===== src/rtl/can_irq_pkg.sv =====
package can_irq_pkg;
    localparam int MB_NUM   = 3;
    localparam int FIFO_NUM = 2;
    localparam int CNT_W    = 2;
    localparam int LEC_W    = 3;

    // Bit positions of the two status-change flags inside their shared bank
    localparam int STS_SLEEP = 0;
    localparam int STS_WAKE  = 1;
    localparam int STS_NUM   = 2;

    // Bit positions of the receive sticky flags inside one FIFO's bank
    localparam int RX_FULL = 0;
    localparam int RX_OVR  = 1;
    localparam int RX_NUM  = 2;

    typedef struct packed {
        logic irq;
    } line_state_t;
endpackage


===== src/rtl/can_irq_sticky.sv =====
module can_irq_sticky #(
    parameter int W = 2
) (
    input  logic         clk,
    input  logic         rst_n,
    input  logic [W-1:0] set_i,
    input  logic [W-1:0] clr_i,
    output logic [W-1:0] flag_o,
    output logic [W-1:0] flag_nxt_o
);
    typedef struct packed {
        logic [W-1:0] flags;
    } bank_t;

    bank_t st_d, st_q;

    // Set dominates a simultaneous clear
    always_comb begin
        st_d       = st_q;
        st_d.flags = set_i | (st_q.flags & ~clr_i);
    end

    always_ff @(posedge clk or negedge rst_n) begin
        if (!rst_n) st_q <= '0;
        else        st_q <= st_d;
    end

    assign flag_o     = st_q.flags;
    assign flag_nxt_o = st_d.flags;

    // Shared by the transmit, full, overrun, sleep and wake flags
    for (genvar i = 0; i < W; i++) begin : g_chk
        a_r7_set_beats_clear: assert property (@(posedge clk) disable iff (!rst_n)
            set_i[i] |=> flag_o[i]);
        a_r1_hold_until_clear: assert property (@(posedge clk) disable iff (!rst_n)
            (flag_o[i] && !clr_i[i]) |=> flag_o[i]);
        a_r1_clear_drops: assert property (@(posedge clk) disable iff (!rst_n)
            (clr_i[i] && !set_i[i]) |=> !flag_o[i]);
    end
endmodule


===== src/rtl/can_irq_tx_unit.sv =====
module can_irq_tx_unit
    import can_irq_pkg::*;
#(
    parameter int NMB = MB_NUM
) (
    input  logic           clk,
    input  logic           rst_n,
    input  logic [NMB-1:0] done_i,
    input  logic [NMB-1:0] clr_i,
    input  logic [NMB-1:0] en_i,
    output logic [NMB-1:0] flag_o,
    output logic           irq_o
);
    logic [NMB-1:0] flag_nxt;
    line_state_t    ln_d, ln_q;

    can_irq_sticky #(.W(NMB)) u_flags (
        .clk       (clk),
        .rst_n     (rst_n),
        .set_i     (done_i),
        .clr_i     (clr_i),
        .flag_o    (flag_o),
        .flag_nxt_o(flag_nxt)
    );

    always_comb begin
        ln_d     = ln_q;
        ln_d.irq = |(flag_nxt & en_i);
    end

    always_ff @(posedge clk or negedge rst_n) begin
        if (!rst_n) ln_q <= '0;
        else        ln_q <= ln_d;
    end

    assign irq_o = ln_q.irq;

    a_r2_enabled_done_raises: assert property (@(posedge clk) disable iff (!rst_n)
        (|(done_i & en_i)) |=> irq_o);
    a_r12_all_masked_quiet: assert property (@(posedge clk) disable iff (!rst_n)
        (en_i == '0) |=> !irq_o);
endmodule


===== src/rtl/can_irq_rx_unit.sv =====
module can_irq_rx_unit
    import can_irq_pkg::*;
#(
    parameter int CW = CNT_W
) (
    input  logic          clk,
    input  logic          rst_n,
    input  logic [CW-1:0] count_i,
    input  logic          full_evt_i,
    input  logic          ovr_evt_i,
    input  logic          full_clr_i,
    input  logic          ovr_clr_i,
    input  logic          msg_en_i,
    input  logic          full_en_i,
    input  logic          ovr_en_i,
    output logic          full_flag_o,
    output logic          ovr_flag_o,
    output logic          irq_o
);
    logic [RX_NUM-1:0] set_v, clr_v, flg, flg_nxt;
    line_state_t       ln_d, ln_q;

    always_comb begin
        set_v          = '0;
        clr_v          = '0;
        set_v[RX_FULL] = full_evt_i;
        set_v[RX_OVR]  = ovr_evt_i;
        clr_v[RX_FULL] = full_clr_i;
        clr_v[RX_OVR]  = ovr_clr_i;
    end

    can_irq_sticky #(.W(RX_NUM)) u_flags (
        .clk       (clk),
        .rst_n     (rst_n),
        .set_i     (set_v),
        .clr_i     (clr_v),
        .flag_o    (flg),
        .flag_nxt_o(flg_nxt)
    );

    // Pending count is a level source; full and overrun are sticky sources
    always_comb begin
        ln_d     = ln_q;
        ln_d.irq = ((count_i != '0) && msg_en_i)
                 | (flg_nxt[RX_FULL] & full_en_i)
                 | (flg_nxt[RX_OVR]  & ovr_en_i);
    end

    always_ff @(posedge clk or negedge rst_n) begin
        if (!rst_n) ln_q <= '0;
        else        ln_q <= ln_d;
    end

    assign full_flag_o = flg[RX_FULL];
    assign ovr_flag_o  = flg[RX_OVR];
    assign irq_o       = ln_q.irq;

    a_r3_pending_level: assert property (@(posedge clk) disable iff (!rst_n)
        ((count_i != '0) && msg_en_i) |=> irq_o);
    a_r4_full_raises: assert property (@(posedge clk) disable iff (!rst_n)
        (full_evt_i && full_en_i) |=> irq_o);
    a_r5_ovr_raises: assert property (@(posedge clk) disable iff (!rst_n)
        (ovr_evt_i && ovr_en_i) |=> irq_o);
    a_r12_rx_masked_quiet: assert property (@(posedge clk) disable iff (!rst_n)
        (!msg_en_i && !full_en_i && !ovr_en_i) |=> !irq_o);
endmodule


===== src/rtl/can_irq_sts_unit.sv =====
module can_irq_sts_unit
    import can_irq_pkg::*;
#(
    parameter int LW = LEC_W
) (
    input  logic          clk,
    input  logic          rst_n,
    input  logic          sleep_evt_i,
    input  logic          wake_evt_i,
    input  logic          sleep_clr_i,
    input  logic          wake_clr_i,
    input  logic          sleep_en_i,
    input  logic          wake_en_i,
    input  logic          warn_i,
    input  logic          pass_i,
    input  logic [LW-1:0] code_i,
    input  logic          warn_en_i,
    input  logic          pass_en_i,
    input  logic          code_en_i,
    input  logic          master_en_i,
    output logic          sleep_flag_o,
    output logic          wake_flag_o,
    output logic          irq_o
);
    logic [STS_NUM-1:0] set_v, clr_v, flg, flg_nxt;
    logic               err_any;
    line_state_t        ln_d, ln_q;

    always_comb begin
        set_v            = '0;
        clr_v            = '0;
        set_v[STS_SLEEP] = sleep_evt_i;
        set_v[STS_WAKE]  = wake_evt_i;
        clr_v[STS_SLEEP] = sleep_clr_i;
        clr_v[STS_WAKE]  = wake_clr_i;
    end

    can_irq_sticky #(.W(STS_NUM)) u_flags (
        .clk       (clk),
        .rst_n     (rst_n),
        .set_i     (set_v),
        .clr_i     (clr_v),
        .flag_o    (flg),
        .flag_nxt_o(flg_nxt)
    );

    // Error-class sources share the master gate; state-change sources bypass it
    always_comb begin
        err_any  = (warn_i & warn_en_i)
                 | (pass_i & pass_en_i)
                 | ((code_i != '0) & code_en_i);
        ln_d     = ln_q;
        ln_d.irq = (flg_nxt[STS_SLEEP] & sleep_en_i)
                 | (flg_nxt[STS_WAKE]  & wake_en_i)
                 | (err_any & master_en_i);
    end

    always_ff @(posedge clk or negedge rst_n) begin
        if (!rst_n) ln_q <= '0;
        else        ln_q <= ln_d;
    end

    assign sleep_flag_o = flg[STS_SLEEP];
    assign wake_flag_o  = flg[STS_WAKE];
    assign irq_o        = ln_q.irq;

    a_r8_sleep_raises: assert property (@(posedge clk) disable iff (!rst_n)
        (sleep_evt_i && sleep_en_i) |=> irq_o);
    a_r8_wake_raises: assert property (@(posedge clk) disable iff (!rst_n)
        (wake_evt_i && wake_en_i) |=> irq_o);
    a_r9_master_gate: assert property (@(posedge clk) disable iff (!rst_n)
        (!master_en_i && !sleep_en_i && !wake_en_i) |=> !irq_o);
    a_r10_zero_code_quiet: assert property (@(posedge clk) disable iff (!rst_n)
        ((code_i == '0) && !warn_en_i && !pass_en_i && !sleep_en_i && !wake_en_i)
        |=> !irq_o);
endmodule


===== src/rtl/can_irq_ctrl.sv =====
module can_irq_ctrl
    import can_irq_pkg::*;
#(
    parameter int NMB = MB_NUM,
    parameter int NF  = FIFO_NUM,
    parameter int CW  = CNT_W,
    parameter int LW  = LEC_W
) (
    input  logic              clk,
    input  logic              rst_n,
    input  logic [NMB-1:0]    tx_done_i,
    input  logic [NMB-1:0]    tx_clr_i,
    input  logic [NMB-1:0]    tx_en_i,
    input  logic [NF*CW-1:0]  rx_count_i,
    input  logic [NF-1:0]     rx_full_evt_i,
    input  logic [NF-1:0]     rx_ovr_evt_i,
    input  logic [NF-1:0]     rx_full_clr_i,
    input  logic [NF-1:0]     rx_ovr_clr_i,
    input  logic [NF-1:0]     rx_msg_en_i,
    input  logic [NF-1:0]     rx_full_en_i,
    input  logic [NF-1:0]     rx_ovr_en_i,
    input  logic              sleep_evt_i,
    input  logic              wake_evt_i,
    input  logic              sleep_clr_i,
    input  logic              wake_clr_i,
    input  logic              sleep_en_i,
    input  logic              wake_en_i,
    input  logic              err_warn_i,
    input  logic              err_pass_i,
    input  logic [LW-1:0]     err_code_i,
    input  logic              warn_en_i,
    input  logic              pass_en_i,
    input  logic              code_en_i,
    input  logic              err_master_en_i,
    output logic [NMB-1:0]    tx_flag_o,
    output logic [NF-1:0]     rx_full_flag_o,
    output logic [NF-1:0]     rx_ovr_flag_o,
    output logic              sleep_flag_o,
    output logic              wake_flag_o,
    output logic              irq_tx_o,
    output logic [NF-1:0]     irq_rx_o,
    output logic              irq_sts_o
);
    can_irq_tx_unit #(.NMB(NMB)) u_tx (
        .clk   (clk),
        .rst_n (rst_n),
        .done_i(tx_done_i),
        .clr_i (tx_clr_i),
        .en_i  (tx_en_i),
        .flag_o(tx_flag_o),
        .irq_o (irq_tx_o)
    );

    for (genvar f = 0; f < NF; f++) begin : g_fifo
        can_irq_rx_unit #(.CW(CW)) u_rx (
            .clk        (clk),
            .rst_n      (rst_n),
            .count_i    (rx_count_i[f*CW +: CW]),
            .full_evt_i (rx_full_evt_i[f]),
            .ovr_evt_i  (rx_ovr_evt_i[f]),
            .full_clr_i (rx_full_clr_i[f]),
            .ovr_clr_i  (rx_ovr_clr_i[f]),
            .msg_en_i   (rx_msg_en_i[f]),
            .full_en_i  (rx_full_en_i[f]),
            .ovr_en_i   (rx_ovr_en_i[f]),
            .full_flag_o(rx_full_flag_o[f]),
            .ovr_flag_o (rx_ovr_flag_o[f]),
            .irq_o      (irq_rx_o[f])
        );
    end

    can_irq_sts_unit #(.LW(LW)) u_sts (
        .clk         (clk),
        .rst_n       (rst_n),
        .sleep_evt_i (sleep_evt_i),
        .wake_evt_i  (wake_evt_i),
        .sleep_clr_i (sleep_clr_i),
        .wake_clr_i  (wake_clr_i),
        .sleep_en_i  (sleep_en_i),
        .wake_en_i   (wake_en_i),
        .warn_i      (err_warn_i),
        .pass_i      (err_pass_i),
        .code_i      (err_code_i),
        .warn_en_i   (warn_en_i),
        .pass_en_i   (pass_en_i),
        .code_en_i   (code_en_i),
        .master_en_i (err_master_en_i),
        .sleep_flag_o(sleep_flag_o),
        .wake_flag_o (wake_flag_o),
        .irq_o       (irq_sts_o)
    );

    // every line is low while reset is held
    a_r11_reset_quiet: assert property (@(posedge clk)
        !rst_n |-> (!irq_tx_o && (irq_rx_o == '0) && !irq_sts_o));
endmodule


===== config.mk =====
export PLATFORM = sky130hd
export DESIGN_NAME = can_irq_ctrl
export DESIGN_NICKNAME = d
export VERILOG_FILES = /design/src/rtl/can_irq_pkg.sv /design/src/rtl/can_irq_sticky.sv /design/src/rtl/can_irq_tx_unit.sv /design/src/rtl/can_irq_rx_unit.sv /design/src/rtl/can_irq_sts_unit.sv /design/src/rtl/can_irq_ctrl.sv
export SDC_FILE = /design/constraint.sdc
export NUM_CORES = 1
export LEC_CHECK = 0
export BUFFER_PORTS_ARGS = -buffer_cell sky130_fd_sc_hd__buf_2
export CORE_MARGIN = 2
export CORE_UTILIZATION = 32
export DETAILED_ROUTE_END_ITERATION = 10
export PLACE_DENSITY_LB_ADDON = 0.15
export SLEW_MARGIN = 20
export SYNTH_ARGS = -nofsm -noshare
export SYNTH_HDL_FRONTEND = slang
export SYNTH_HIERARCHICAL = 1
export SYNTH_SLANG_ARGS = --single-unit

===== constraint.sdc =====
create_clock -name clk -period 1.4 [get_ports clk]
set_input_delay 0.14 -clock clk [delete_from_list [all_inputs] [get_ports clk]]
set_output_delay 0.14 -clock clk [all_outputs]
set_load 0.1 [all_outputs]

==> Word level (Yosys, flattened, before mapping) <==
Index checks and enable logic that the tools add are counted.
{ "word_totals": {"register_bits": 13, "wordCells": 45} }
{ "op_classes": {"reduce_logical": 6, "bitwise_logic": 31} }
{ "ops": {"columns": ["cell", "count"], "rows": [
  ["bitwise AND 1 bit", 10],
  ["OR 1 bit", 8],
  ["bitwise AND 2 bit", 3],
  ["bitwise AND 3 bit", 2],
  ["NOT 2 bit", 3],
  ["OR 2 bit", 3],
  ["nonzero test 2 bit", 2],
  ["NOT 3 bit", 1],
  ["OR 3 bit", 1],
  ["nonzero test 3 bit", 1],
  ["OR reduction 3 bit", 1],
  ["logical AND 1 bit", 2]
]} }

==> Longest topological paths before layout <==
Gate-level depths: netlist of run 1.
{ "depth": {"word_depth": 6, "mapped_depth": 4} }

==> Cells and area by module <==
The synthesis of run 1 kept the hierarchy.
{ "modules_own_cells": {"columns": ["mod", "cells_each", "seq_area_each_um2", "instances", "area_per_inst_um2"], "rows": [
  ["can_irq_sticky at g_fifo[0].u_rx.u_flags ...", 6, 50.0, 3, 72.6],
  ["can_irq_sticky at u_tx.u_flags", 9, 75.1, 1, 108.9],
  ["can_irq_rx_unit", 4, 25.0, 2, 41.3],
  ["can_irq_sts_unit", 6, 25.0, 1, 68.8],
  ["can_irq_tx_unit", 3, 25.0, 1, 38.8]
]} }

==> Worst setup path after synthesis of run 1 <==
No wires, ideal clock.
{ "synth_timing": {"path_type": "reg2reg", "startpoint": "register u_tx.u_flags.st_q, in the netlist u_tx/u_flags/flag_o[2]", "endpoint": "register u_tx.ln_q (netlist: u_tx/irq_o)", "slack_ns": -0.103, "t_required_ns": 1.273, "setup_time_ns": 0.127, "period_less_slack_ns": 1.503, "path_stages_with_launch": 4, "arrival_ns": 1.376, "path_buffers": 0, "path_cell_list": "dfrtp_1 a21o_1 a222oi_1 inv_1"} }
{ "synth_between": {"elab_chain_len": 4} }
{ "synth_rtl": {"columns": ["item", "line_no", "text"], "rows": [
  ["from (decl)", "can_irq_sticky.sv:15", "bank_t st_d, st_q;"],
  ["from (signal assigned)", "can_irq_sticky.sv:25", "else st_q <= st_d;"],
  ["bitwise AND 3 bit", "can_irq_sticky.sv:20", "st_d.flags = set_i | (st_q.flags & ~clr_i);"],
  ["OR 3 bit", "can_irq_sticky.sv:20", null],
  ["net u_tx.flag_nxt[2]", "can_irq_tx_unit.sv:14", "logic [NMB-1:0] flag_nxt;"],
  ["bitwise AND 3 bit", "can_irq_tx_unit.sv:28", "ln_d.irq = |(flag_nxt & en_i);"],
  ["OR reduction 3 bit", "can_irq_tx_unit.sv:28", null],
  ["net u_tx.ln_d", "can_irq_tx_unit.sv:15", "line_state_t ln_d, ln_q;"],
  ["to (signal assigned)", "can_irq_tx_unit.sv:33", "else ln_q <= ln_d;"],
  ["to (decl)", "can_irq_tx_unit.sv:15", null]
]} }
The timed path passes the listed nets, and every way through them passes these cells.

==> Final worst setup path of run 1 <==
{ "layout_timing": {"startpoint": "register u_tx.u_flags.st_q, in the netlist u_tx/u_flags/flag_o[0]", "endpoint": "output tx_flag_o[0]"} }
{ "layout_rtl": {"columns": ["item", "line_no", "text"], "rows": [
  ["to (decl)", "can_irq_ctrl.sv:35", "output logic [NMB-1:0] tx_flag_o,"]
]} }
No word-level cell between the ends.

==> metrics.md, run 1 <==
| Metric | Value |
|---|---|
| DR vias | 562 |
| Gate Count Post-Synth | 44 |
| DP HPWL | 1070 µm |
| Drt drc | 0 |
| GRT Util Overall | 0.130 |
| CP Buf/Inv Count | 1 |
| Syn_area_per_cell | 11.7 µm² |
| Critical path launch point type | flop |
| Pins Over Slew Limit | 0 |
| Die area | 1950 µm² |
| Hold Path End | u_tx/u_flags/flag_o[2]$_DFF_PN0_ |
| Avg WL per Cell | roughly 9.8 µm |
| First-pass GRT wire length | ~1900 µm |
| Vias per cell | ~4.6 |
| YS warnings | 6 |
| Max VDD drop | about 0.68 mV |
| Seq/Total Area, Yosys | 0.630 |
| Synth Register Bits | 13 |
| Status | finished, final reports clean |
| Critical setup path kind | reg -> out |
| LEAKAGE | between 0.4 and 0.5 nW |
| FMAX | between 0.8 and 0.9 GHz |
| Reg2reg setup slack | 0.35 ns |
| Top-level I/O count | 57 |
| Setup TNS | 0 ns |
| CTS buffer count | 3 |
| CP Data Required Time | 1.26 ns |
| Area Overhead vs Synth | 66.1% |
| Reg-to-Reg Start | u_tx/u_flags/flag_o[0]$_DFF_PN0_ |
| Highest net fanout along the worst path | 2 |
| Final Util | 0.570 |
| Deepest clock path buffer count | 2 |
| CTS root buf | clkbuf_4 |
| Worst min path class | in -> reg |
| Ranking of synthesized cells by area | dfrtp_1, a21o_1, inv_1, a22oi_1, a221oi_2 |
| Slew headroom | 0.675 |
| PostCTS Resize Cnt | 0 |
| Synth area leader | dfrtp_1 |
| Final #Nets | 150 |
| Layout cells sized above 1 | 0.610 |
| Router iterations before antenna repair | 4 |
| Commonest non-fill, non-tap cell in the layout | buf_2 |
| Fin crit share | 0.847 |
| Delay-heaviest family, CP | buffers and inverters |
| Synth top area share | 0.630 |
| Pwr dens | 1150 nW/µm² |
| Antenna violations before repair | 0 |
| Die Y | 44.2 µm |
| Reg clk slew, reported paths | 0.07 ns |
| Critical Path Sink Type | output pin |
| RR Endpoint | u_tx/irq_o$_DFF_PN0_ |
| Reg2Reg Depth | 3 |
| Most frequent cells in the layout | buf_2, inv_1, dfrtp_1, a21o_1 |
| Mapped Area | roughly 520 µm² |
| Post-Route WL | approximately 1200 µm |
| Vias in the first global route | about 490 |
| Grt ovf | 0 |
| CTS tree | yes |
| Delay of the slowest cell on the worst path | 0.42 ns |
| RSZ-0062 raised after global routing | false |
| Hold depth | 2 |
| H-tree depth | 1 |
| Final setup fails | 0 |
| Crit path depth | 1 |
| Core area | around 1500 µm² |
| CTS sink cnt | 13 |
| N_diodes | 0 |
| Number of fill cells in the layout | 147 |
| Final Critical Period | 1.19 ns |
| Clk_skew | approximately 0.000076 ns |
| Worst-Margin Slew | 0.491 ns |
| CP Data Arrival Time | 1.05 ns |
| Distinct cells, synth | 10 |
| Port Buf Inserts | 56 |
| RD Place Congestion | 0.676 |
| Die width | around 44 µm |
| Critical-path top delay cell | buf_2 |
| Clock Latency Late Sink | around 0.26 ns |
| CP cell instances | buf_2 |
| Initial drt markers | 3 |
| Largest net degree at the start of global routing | 14 |
| Cell Rows | 14 |
| Initial core utilization | 0.343 |
| Max-cap violations | 0 |
| Syn nets | 88 |
| Post-DRT Antenna Nets | 0 |
| Final Hold Vio Count | 0 |
| Worst setup startpoint | u_tx/u_flags/flag_o[0]$_DFF_PN0_ |
| HP Start | tx_done_i[2] |
==> cells in the mapped netlist <==
| library cell | count |
|---|---|
| dfrtp_1 | 13 |
| inv_1 | 10 |
| a21o_1 | 9 |
| a22oi_1 | 4 |
| nand2_1 | 2 |
| o21ai_0 | 2 |
| a221oi_2 | 1 |
| a222oi_1 | 1 |
| a31oi_1 | 1 |
| o31ai_1 | 1 |
==> where the power goes <==
group | total [mW] | internal (mW) | switching [mW]
logic | 0.357 | 0.0871 | 0.270
clock network | 0.217 | 0.110 | 0.106
registers | 0.414 | 0.404 | 0.00985
==> stage by stage <==
step           area [µm²]  std cells  power (mW)  worst slack [ns]  hold WS (ns)
6_report              858        121       0.987             0.215        0.0693
5_1_grt               858        121        1.04             0.170        0.0578
4_1_cts               858        121        1.01             0.190        0.0554
3_5_place_dp          822        116       0.780             0.348        0.0385
3_3_place_gp          822        116       0.776             0.360        0.0418
2_1_floorplan         522         44       0.675           -0.0200        -0.156
==> layout make-up <==
cell class                      instances  area (µm²)  share of cell area
Timing Repair Buffer                   57         290               0.338
Multi-Input combinational cell         21         154               0.179
Sequential cell                        13         330               0.385
Clock buffer                            4        26.3              0.0306
Tap cell                               16        20.0              0.0233
Inverter                               10        37.5              0.0437
==> worst max-delay path by stage <==
stage,endpoint,slack [ns]
floorplan,u_tx/irq_o$_DFF_PN0_,-0.02
global placement,u_tx/irq_o$_DFF_PN0_,0.36
detailed placement,u_tx/irq_o$_DFF_PN0_,0.35
CTS,tx_flag_o[0],0.19
global route,sleep_flag_o,0.17
finish,tx_flag_o[0],0.21
==> logic make-up after synthesis <==
kind of cell / synth area share
buffers and inverters: 0.0726
AND/OR/NAND/NOR: 0.0145
AO/OA/AOI/OAI: 0.283
flip-flops: 0.630
==> sequential cells by signal, indices dropped and copies added, names as in the netlist <==
register and flops:
g_fifo.u_rx/u_flags/flag_o 4, u_tx/u_flags/flag_o 3, g_fifo.u_rx/irq_o 2, u_sts/u_flags/flag_o 2, u_sts/irq_o 1, u_tx/irq_o 1
==> layer usage <==
metal  up-vias  global-route usage  part of all wire  wire (µm)
met5         -                   0                 0          0
met4         0                   0                 0          0
met3         0              0.0653              0.12        145
met2        33               0.268              0.55        654
met1       255               0.117              0.33        390
li1        274                   -                 -          -
==> repair_timing <==
action / CTS / global route
hold buffers: 1 / 0
endpoints found under the hold margin: 13 / 0
setup buffers: 0 / 0
Note: power is estimated with default switching activity, not from simulation.
==> run 2: changes to the inputs <==
Settings changed: ABC_AREA set to 1, CORE_UTILIZATION 32 to 34.
Clock period 1.4 ns to 1.15 ns, I/O delays scaled along.
==> run 2 against run 1 <==
Worst setup slack lost 0.048 ns. Routed wire length rose by 13%. Design area grew 31%. Combinational power increased by 54%. Register-to-register slack lost 0.06 ns. Synthesized cell count increased by 82%. Die area up 5.2%. Sequential share of layout area shrank 8.5 points. Cell count is 30% higher. Flip-flop and latch count unchanged. First-iteration DRC count decreased by 100%. Highest routed layer is now met4.
==> metrics.md, run 2 <==
| Metric | Value |
|---|---|
| CP Data Arrival Time | 0.87 ns (was 1.05 ns) |
| Critical Path Sink Type | output pin (unchanged) |
| Number of flops mapped to enable cells by yosys | 0 (unchanged) |
| Clock Power Share | 0.204 (was 0.219) |
| CTS sink cnt | 13 (unchanged) |
| Critical-path top delay cell | dfrtp_2 (was buf_2) |
| Initial core utilization | 0.372 (was 0.343) |
| CTS root buf | clkbuf_4 (unchanged) |
| RR Endpoint | g_fifo[0].u_rx/irq_o$_DFF_PN0_ (was u_tx/irq_o$_DFF_PN0_) |
| Worst-Margin Slew | 0.289 ns (was 0.491 ns) |
| Die area | 2050 µm² (was 1950 µm²) |
| Cell Rows | 14 (unchanged) |
| CP Data Required Time | 1.03 ns (was 1.26 ns) |
| Switching share of power | 0.378 (was 0.391) |
| Pwr dens | 1200 nW/µm² (was 1150 nW/µm²) |
| Post-synth ARST share | 1.00 (unchanged) |
| Vias per cell | 4.01 (was 4.64) |
| Delay of the slowest cell on the worst path | 0.43 ns (was 0.42 ns) |
| Drt drc | 0 (unchanged) |
| Gate Count Post-Synth | 80 (was 44) |
| Synth top area share | 0.560 (was 0.630) |
| CTS tree | yes (unchanged) |
| DP HPWL | 1110 µm (was 1070 µm) |
| DR vias | 629 (was 562) |
| Final Critical Period | 0.983 ns |
| Slew headroom | 0.808 (was 0.675) |
| Reg2Reg Depth | 6 (was 3) |
| Count leader, synth | nand2_1 (was dfrtp_1) |
| Switch Pwr | 0.511 mW (was 0.386 mW) |
| Pins Over Slew Limit | 0 (unchanged) |
| Fin crit share | 0.855 |
| CTS buffer count | 3 (unchanged) |
| Worst hold margin | 0.0361 ns (was 0.0693 ns) |
| Die width | 45.3 µm (was 44.2 µm) |
| RD Place Congestion | 0.693 (was 0.676) |
| YS warnings | 6 (unchanged) |
| Synth area leader | dfrtp_1 (unchanged) |
| Final Cell Area | 1120 µm² (was 858 µm²) |
| Highest net fanout along the worst path | 2 (unchanged) |
| Max FFs per register | 4 (unchanged) |
| Post-DP Area | 1090 µm² (was 822 µm²) |
| Most frequent cells in the layout | buf_2, nand2_1, inv_1 (was buf_2, inv_1, dfrtp_1, a21o_1) |
| CP cell instances | buf_12 (was buf_2) |
| Final #Nets | 186 (was 150) |
| Most used DFF post-synth | dfrtp_1 (unchanged) |
| Distinct cells, synth | 6 (was 10) |
| Syn_area_per_cell | 7.26 µm² (was 11.7 µm²) |
| Reg-to-Reg Start | g_fifo[0].u_rx/u_flags/flag_o[0]$_DFF_PN0_ (was u_tx/u_flags/flag_o[0]$_DFF_PN0_) |
| Setup TNS | 0 ns (unchanged) |
| Part of the power in registers | 0.390 (was 0.419) |
| Synth Register Bits | 13 (unchanged) |
| Antenna violations before repair | 0 (unchanged) |
| Commonest non-fill, non-tap cell in the layout | buf_2 (unchanged) |
| Worst min path class | in -> reg (unchanged) |
| Number of fill cells in the layout | 126 (was 147) |
| Clock Latency Late Sink | 0.27 ns (was 0.26 ns) |
| Postcts setup bufs | 0 (unchanged) |
| Max VDD drop | 0.735 mV (was 0.680 mV) |
| RSZ-0062 raised after global routing | false (unchanged) |
| Die Y | 45.3 µm (was 44.2 µm) |
| FMAX | just over 1 GHz |
| Layout cells sized above 1 | 0.482 (was 0.610) |
| Seq/Total Area, Yosys | 0.560 (was 0.630) |
| Worst setup startpoint | u_sts/u_flags/flag_o[0]$_DFF_PN0_ (was u_tx/u_flags/flag_o[0]$_DFF_PN0_) |
| Port Buf Inserts | 56 (unchanged) |
| Top cells by count, synth | nand2_1, inv_1, dfrtp_1 (was dfrtp_1, inv_1, a21o_1) |
| Final Hold Vio Count | 0 (unchanged) |
| Syn nets | 124 (was 88) |
| Deepest clock path buffer count | 2 (unchanged) |
| P_int | 0.840 mW (was 0.602 mW) |
| Clk_skew | 0.00394 ns (was 0.0000762 ns) |
| Delay-heaviest family, CP | flip-flops (was buffers and inverters) |
| Crit path capture | sleep_flag_o (was tx_flag_o[0]) |
| Combinational power share | 0.406 (was 0.361) |
| Max-cap violations | 0 (unchanged) |
| Area Overhead vs Synth | 93.5% (was 66.1%) |
| Critical setup path kind | reg -> out (unchanged) |
| Grt ovf | 0 (unchanged) |
| First-pass GRT wire length | 2350 µm (was 1870 µm) |
| Avg WL per Cell | 8.57 µm (was 9.83 µm) |
| Largest net degree at the start of global routing | 14 (unchanged) |
| Mapped Area | 581 µm² (was 517 µm²) |
| LEAKAGE | 0.690 nW (was 0.495 nW) |
| Core area | 1560 µm² (was 1510 µm²) |
| Initial drt markers | 0 (was 3) |
| Top-level I/O count | 57 (unchanged) |
| N_diodes | 0 (unchanged) |
| Router iterations before antenna repair | 1 (was 4) |
| Reg clk slew, reported paths | 0.08 ns (was 0.07 ns) |
| Reg2reg setup slack | 0.29 ns (was 0.35 ns) |
| Post-Route WL | 1350 µm (was 1190 µm) |
| Ranking of synthesized cells by area | dfrtp_1, nand2_1, inv_1, o21ai_1, nand3_1 (was dfrtp_1, a21o_1, inv_1, a22oi_1, a221oi_2) |
| CP Buf/Inv Count | 1 (unchanged) |
| GRT Util Overall | 0.157 (was 0.130) |
| Post-DRT Antenna Nets | 0 (unchanged) |
| Final setup fails | 0 (unchanged) |
| H-tree depth | 1 (unchanged) |
| Vias in the first global route | 605 (was 488) |
| Crit path depth | 1 (unchanged) |
| Critical path launch point type | flop (unchanged) |
| Status | finished, final reports clean (unchanged) |
run 2: changes by cell type in the layout (fill, tap and decap cells not counted), sizes merged, moves of 4 or more:
cell,delta
a21o,-9
a22oi,-4
inv,+13
nand2,+38
run 2: how the worst min path moves through the flow:
stage / startpoint / endpoint / slack, ns / depth (start not counted)
6_report: err_master_en_i / u_sts/irq_o$_DFF_PN0_ / 0.04 / 3
5_1_grt: err_master_en_i / u_sts/irq_o$_DFF_PN0_ / 0.05 / 3
4_1_cts: err_master_en_i / u_sts/irq_o$_DFF_PN0_ / 0.03 / 3
3_5_place_dp: rst_n / u_sts/irq_o$_DFF_PN0_ / 0.02 / 1
3_3_place_gp: rst_n / u_sts/irq_o$_DFF_PN0_ / 0.02 / 1
2_1_floorplan: rst_n / g_fifo[0].u_rx/irq_o$_DFF_PN0_ / -0.18 / 0
run 2: layout make-up:
| class | instances | area [µm²] | area share |
|---|---|---|---|
| well taps | 16 | 20.0 | 0.0178 |
| multi-input cells | 44 | 169 | 0.150 |
| inverters | 23 | 86.3 | 0.0768 |
| flip-flops and latches | 13 | 337 | 0.300 |
| clock buffers | 4 | 26.3 | 0.0234 |
| repair buffers | 57 | 485 | 0.432 |
run 2: metrics by stage:
| step | total power [mW] | instances | util | setup WS, ns |
|---|---|---|---|---|
| after global routing | 1.42 | 157 | 0.721 | 0.138 |
| after floorplan | 0.831 | 80 | - | 0.0795 |
| after global placement | 1.08 | 152 | 0.697 | 0.313 |
| after CTS | 1.37 | 157 | 0.721 | 0.155 |
| after detailed placement | 1.09 | 152 | 0.697 | 0.294 |
| final | 1.35 | 157 | 0.721 | 0.167 |
run 2: what timing repair did:
item / 4_1_cts / 5_1_grt
resized for setup: 0 / 0
hold buffers: 1 / 0
hold endpoints to repair: 13 / 0
run 2: cells by family (layout without fill, tap and decap cells):
kind of cell           count (synthesis)  after routing  share of synthesized area
and+or+nand+nor                       42             42                      0.274
AOI/OAI and AO/OA                      2              2                     0.0172
buffers and inverters                 23             84                      0.149
DFF                                   13             13                      0.560
run 2: power groups by stage:
stage               Sequential, mW  Clock [mW]  Combinational, mW
detailed placement           0.538           0              0.550
floorplan                    0.770           0             0.0617
global placement             0.536           0              0.544
CTS                          0.528       0.288              0.554
global route                 0.532       0.306              0.585
finish                       0.527       0.275              0.549
run 2: routing by layer:
layer	routed length, µm	global-route usage	vias to the layer above
met5	0	0	-
met4	12	0.0647	0
met3	138	0.0400	2
met2	688	0.291	36
met1	505	0.167	249
li1	-	-	342
==> run 3: changes to the inputs <==
Settings changed: RECOVER_POWER set to 50.
==> run 3 against run 2 <==
Die area is the same. Clock power about the same. Utilization fell by 0.080 points. Non-clock buffer count did not move. Global-route usage stayed put. Worst hold slack unchanged. Worst setup slack unchanged. Register-to-register slack hardly changed. Sequential share of layout area hardly changed. Critical path type unchanged.
==> metrics.md, run 3 (synthesized netlist as in run 2, its figures left out) <==
| Metric | Value |
|---|---|
| Layout cells sized above 1 | 0.475 (was 0.482) |
| Clk_skew | 0.00394 ns (unchanged) |
| Worst min path class | in -> reg (unchanged) |
| Drt drc | 0 (unchanged) |
| FMAX | 1.02 GHz (unchanged) |
| Worst-Margin Slew | 0.692 ns (was 0.289 ns) |
| Top-level I/O count | 57 (unchanged) |
| Vias in the first global route | 605 (unchanged) |
| Antenna violations before repair | 0 (unchanged) |
| Max FFs per register | 4 (unchanged) |
| Postcts setup bufs | 0 (unchanged) |
| RD Place Congestion | 0.693 (unchanged) |
| Post-DRT Antenna Nets | 0 (unchanged) |
| Critical-path top delay cell | dfrtp_2 (unchanged) |
| Critical Path Sink Type | output pin (unchanged) |
| Setup TNS | 0 ns (unchanged) |
| CTS tree | yes (unchanged) |
| Number of fill cells in the layout | 126 (unchanged) |
| Final setup fails | 0 (unchanged) |
| Delay-heaviest family, CP | flip-flops (unchanged) |
| Critical path launch point type | flop (unchanged) |
| GRT Util Overall | 0.157 (unchanged) |
| Post-DP Area | 1090 µm² (unchanged) |
| First-pass GRT wire length | 2350 µm (unchanged) |
| Router iterations before antenna repair | 1 (unchanged) |
| Grt ovf | 0 (unchanged) |
| Deepest clock path buffer count | 2 (unchanged) |
| Final Cell Area | 1120 µm² (about the same) |
| Die area | 2050 µm² (unchanged) |
| Core area | 1560 µm² (unchanged) |
| LEAKAGE | 0.687 nW (was 0.690 nW) |
| CP cell instances | buf_12 (unchanged) |
| CTS root buf | clkbuf_4 (unchanged) |
| DR vias | 629 (unchanged) |
| Port Buf Inserts | 56 (unchanged) |
| CTS buffer count | 3 (unchanged) |
| CP Data Required Time | 1.03 ns (about the same) |
| CTS sink cnt | 13 (unchanged) |
| Final Hold Vio Count | 0 (unchanged) |
| Clock Latency Late Sink | 0.27 ns (about the same) |
| Post-Route WL | 1350 µm (unchanged) |
| Initial core utilization | 0.372 (unchanged) |
| Critical setup path kind | reg -> out (unchanged) |
| Max VDD drop | 0.735 mV (about the same) |
| Pins Over Slew Limit | 0 (unchanged) |
| Worst hold margin | 0.0361 ns (unchanged) |
| RSZ-0062 raised after global routing | false (unchanged) |
| Highest net fanout along the worst path | 2 (unchanged) |
| Final Critical Period | 0.983 ns (unchanged) |
| Reg clk slew, reported paths | 0.08 ns (about the same) |
| N_diodes | 0 (unchanged) |
| Die width | 45.3 µm (unchanged) |
| Die Y | 45.3 µm (unchanged) |
| Final #Nets | 186 (unchanged) |
| Delay of the slowest cell on the worst path | 0.43 ns (about the same) |
| Final std cells w/o fill | 157 (unchanged) |
| Commonest non-fill, non-tap cell in the layout | buf_2 (unchanged) |
| Initial drt markers | 0 (unchanged) |
| Largest net degree at the start of global routing | 14 (unchanged) |
| H-tree depth | 1 (unchanged) |
| Avg WL per Cell | 8.57 µm (unchanged) |
| DP HPWL | 1110 µm (unchanged) |
| CP Data Arrival Time | 0.87 ns (about the same) |
| Most frequent cells in the layout | buf_2, nand2_1, inv_1 (unchanged) |
| Pwr dens | 1200 nW/µm² (about the same) |
| Max-cap violations | 0 (unchanged) |
| Slew headroom | 0.539 (was 0.808) |
| Vias per cell | 4.01 (unchanged) |
| Cell Rows | 14 (unchanged) |
| Area Overhead vs Synth | 93.3% (was 93.5%) |
| Cell count after placement | 152 (unchanged) |
| PostCTS Resize Cnt | 0 (unchanged) |
| PnR Total Power | 1.35 mW (about the same) |
| CP Buf/Inv Count | 1 (unchanged) |
| Status | finished, final reports clean (unchanged) |
| Fin crit share | 0.855 (unchanged) |
-- run 3: final timing paths --
check | startpoint | endpoint | slack, ns | cells past startpoint
hold reg to reg | g_fifo[0].u_rx/u_flags/flag_o[1]$_DFF_PN0_ | g_fifo[0].u_rx/u_flags/flag_o[1]$_DFF_PN0_ | 0.54 | 2
max in group asynchronous | rst_n | g_fifo[0].u_rx/u_flags/flag_o[0]$_DFF_PN0_ | 0.25 | 2
setup / recovery | u_sts/u_flags/flag_o[0]$_DFF_PN0_ | sleep_flag_o | 0.17 | 1
hold / removal | err_master_en_i | u_sts/irq_o$_DFF_PN0_ | 0.04 | 3
min in group asynchronous | rst_n | u_tx/irq_o$_DFF_PN0_ | 0.42 | 2
setup reg to reg | g_fifo[0].u_rx/u_flags/flag_o[0]$_DFF_PN0_ | g_fifo[0].u_rx/irq_o$_DFF_PN0_ | 0.29 | 6
-- run 3: layer usage --
layer  part of all wire  vias to the layer above  track usage
li1                   -                      342            -
met5                  0                        -            0
met4             0.0089                        0       0.0647
met3               0.10                        2       0.0400
met2               0.51                       36        0.291
met1               0.38                      249        0.167
-- run 3: through the flow --
| step | setup slack, ns | utilization |
|---|---|---|
| 2_1_floorplan | 0.0795 | - |
| 3_3_place_gp | 0.313 | 0.697 |
| 3_5_place_dp | 0.294 | 0.697 |
| 4_1_cts | 0.155 | 0.721 |
| 5_1_grt | 0.108 | 0.720 |
| 6_report | 0.167 | 0.720 |
-- run 3: final cells by class --
type | count | area [µm²] | area share
multi-input combinational | 44 | 169 | 0.151
clock buffer | 4 | 26.3 | 0.0234
timing repair buffer | 57 | 484 | 0.431
tap | 16 | 20.0 | 0.0178
inverter | 23 | 86.3 | 0.0769
sequential | 13 | 337 | 0.300
-- run 3: what timing repair did --
item                                    CTS  global route
endpoints found under the setup margin    0             0
endpoints found under the hold margin    13             0
hold buffers                              1             0
-- run 3: report_power, final --
| part | switching (mW) | internal, mW | total, mW |
|---|---|---|---|
| sequential | 0.0326 | 0.495 | 0.527 |
| combinational | 0.337 | 0.211 | 0.548 |
| clock | 0.142 | 0.134 | 0.275 |
-- run 3: worst reg2reg max path, delay by kind of cell, from the launching register on --
kind	cells	cell delay (ns)
DFF	1	0.43
buffers and inverters	1	0.05
and+or+nand+nor	5	0.29
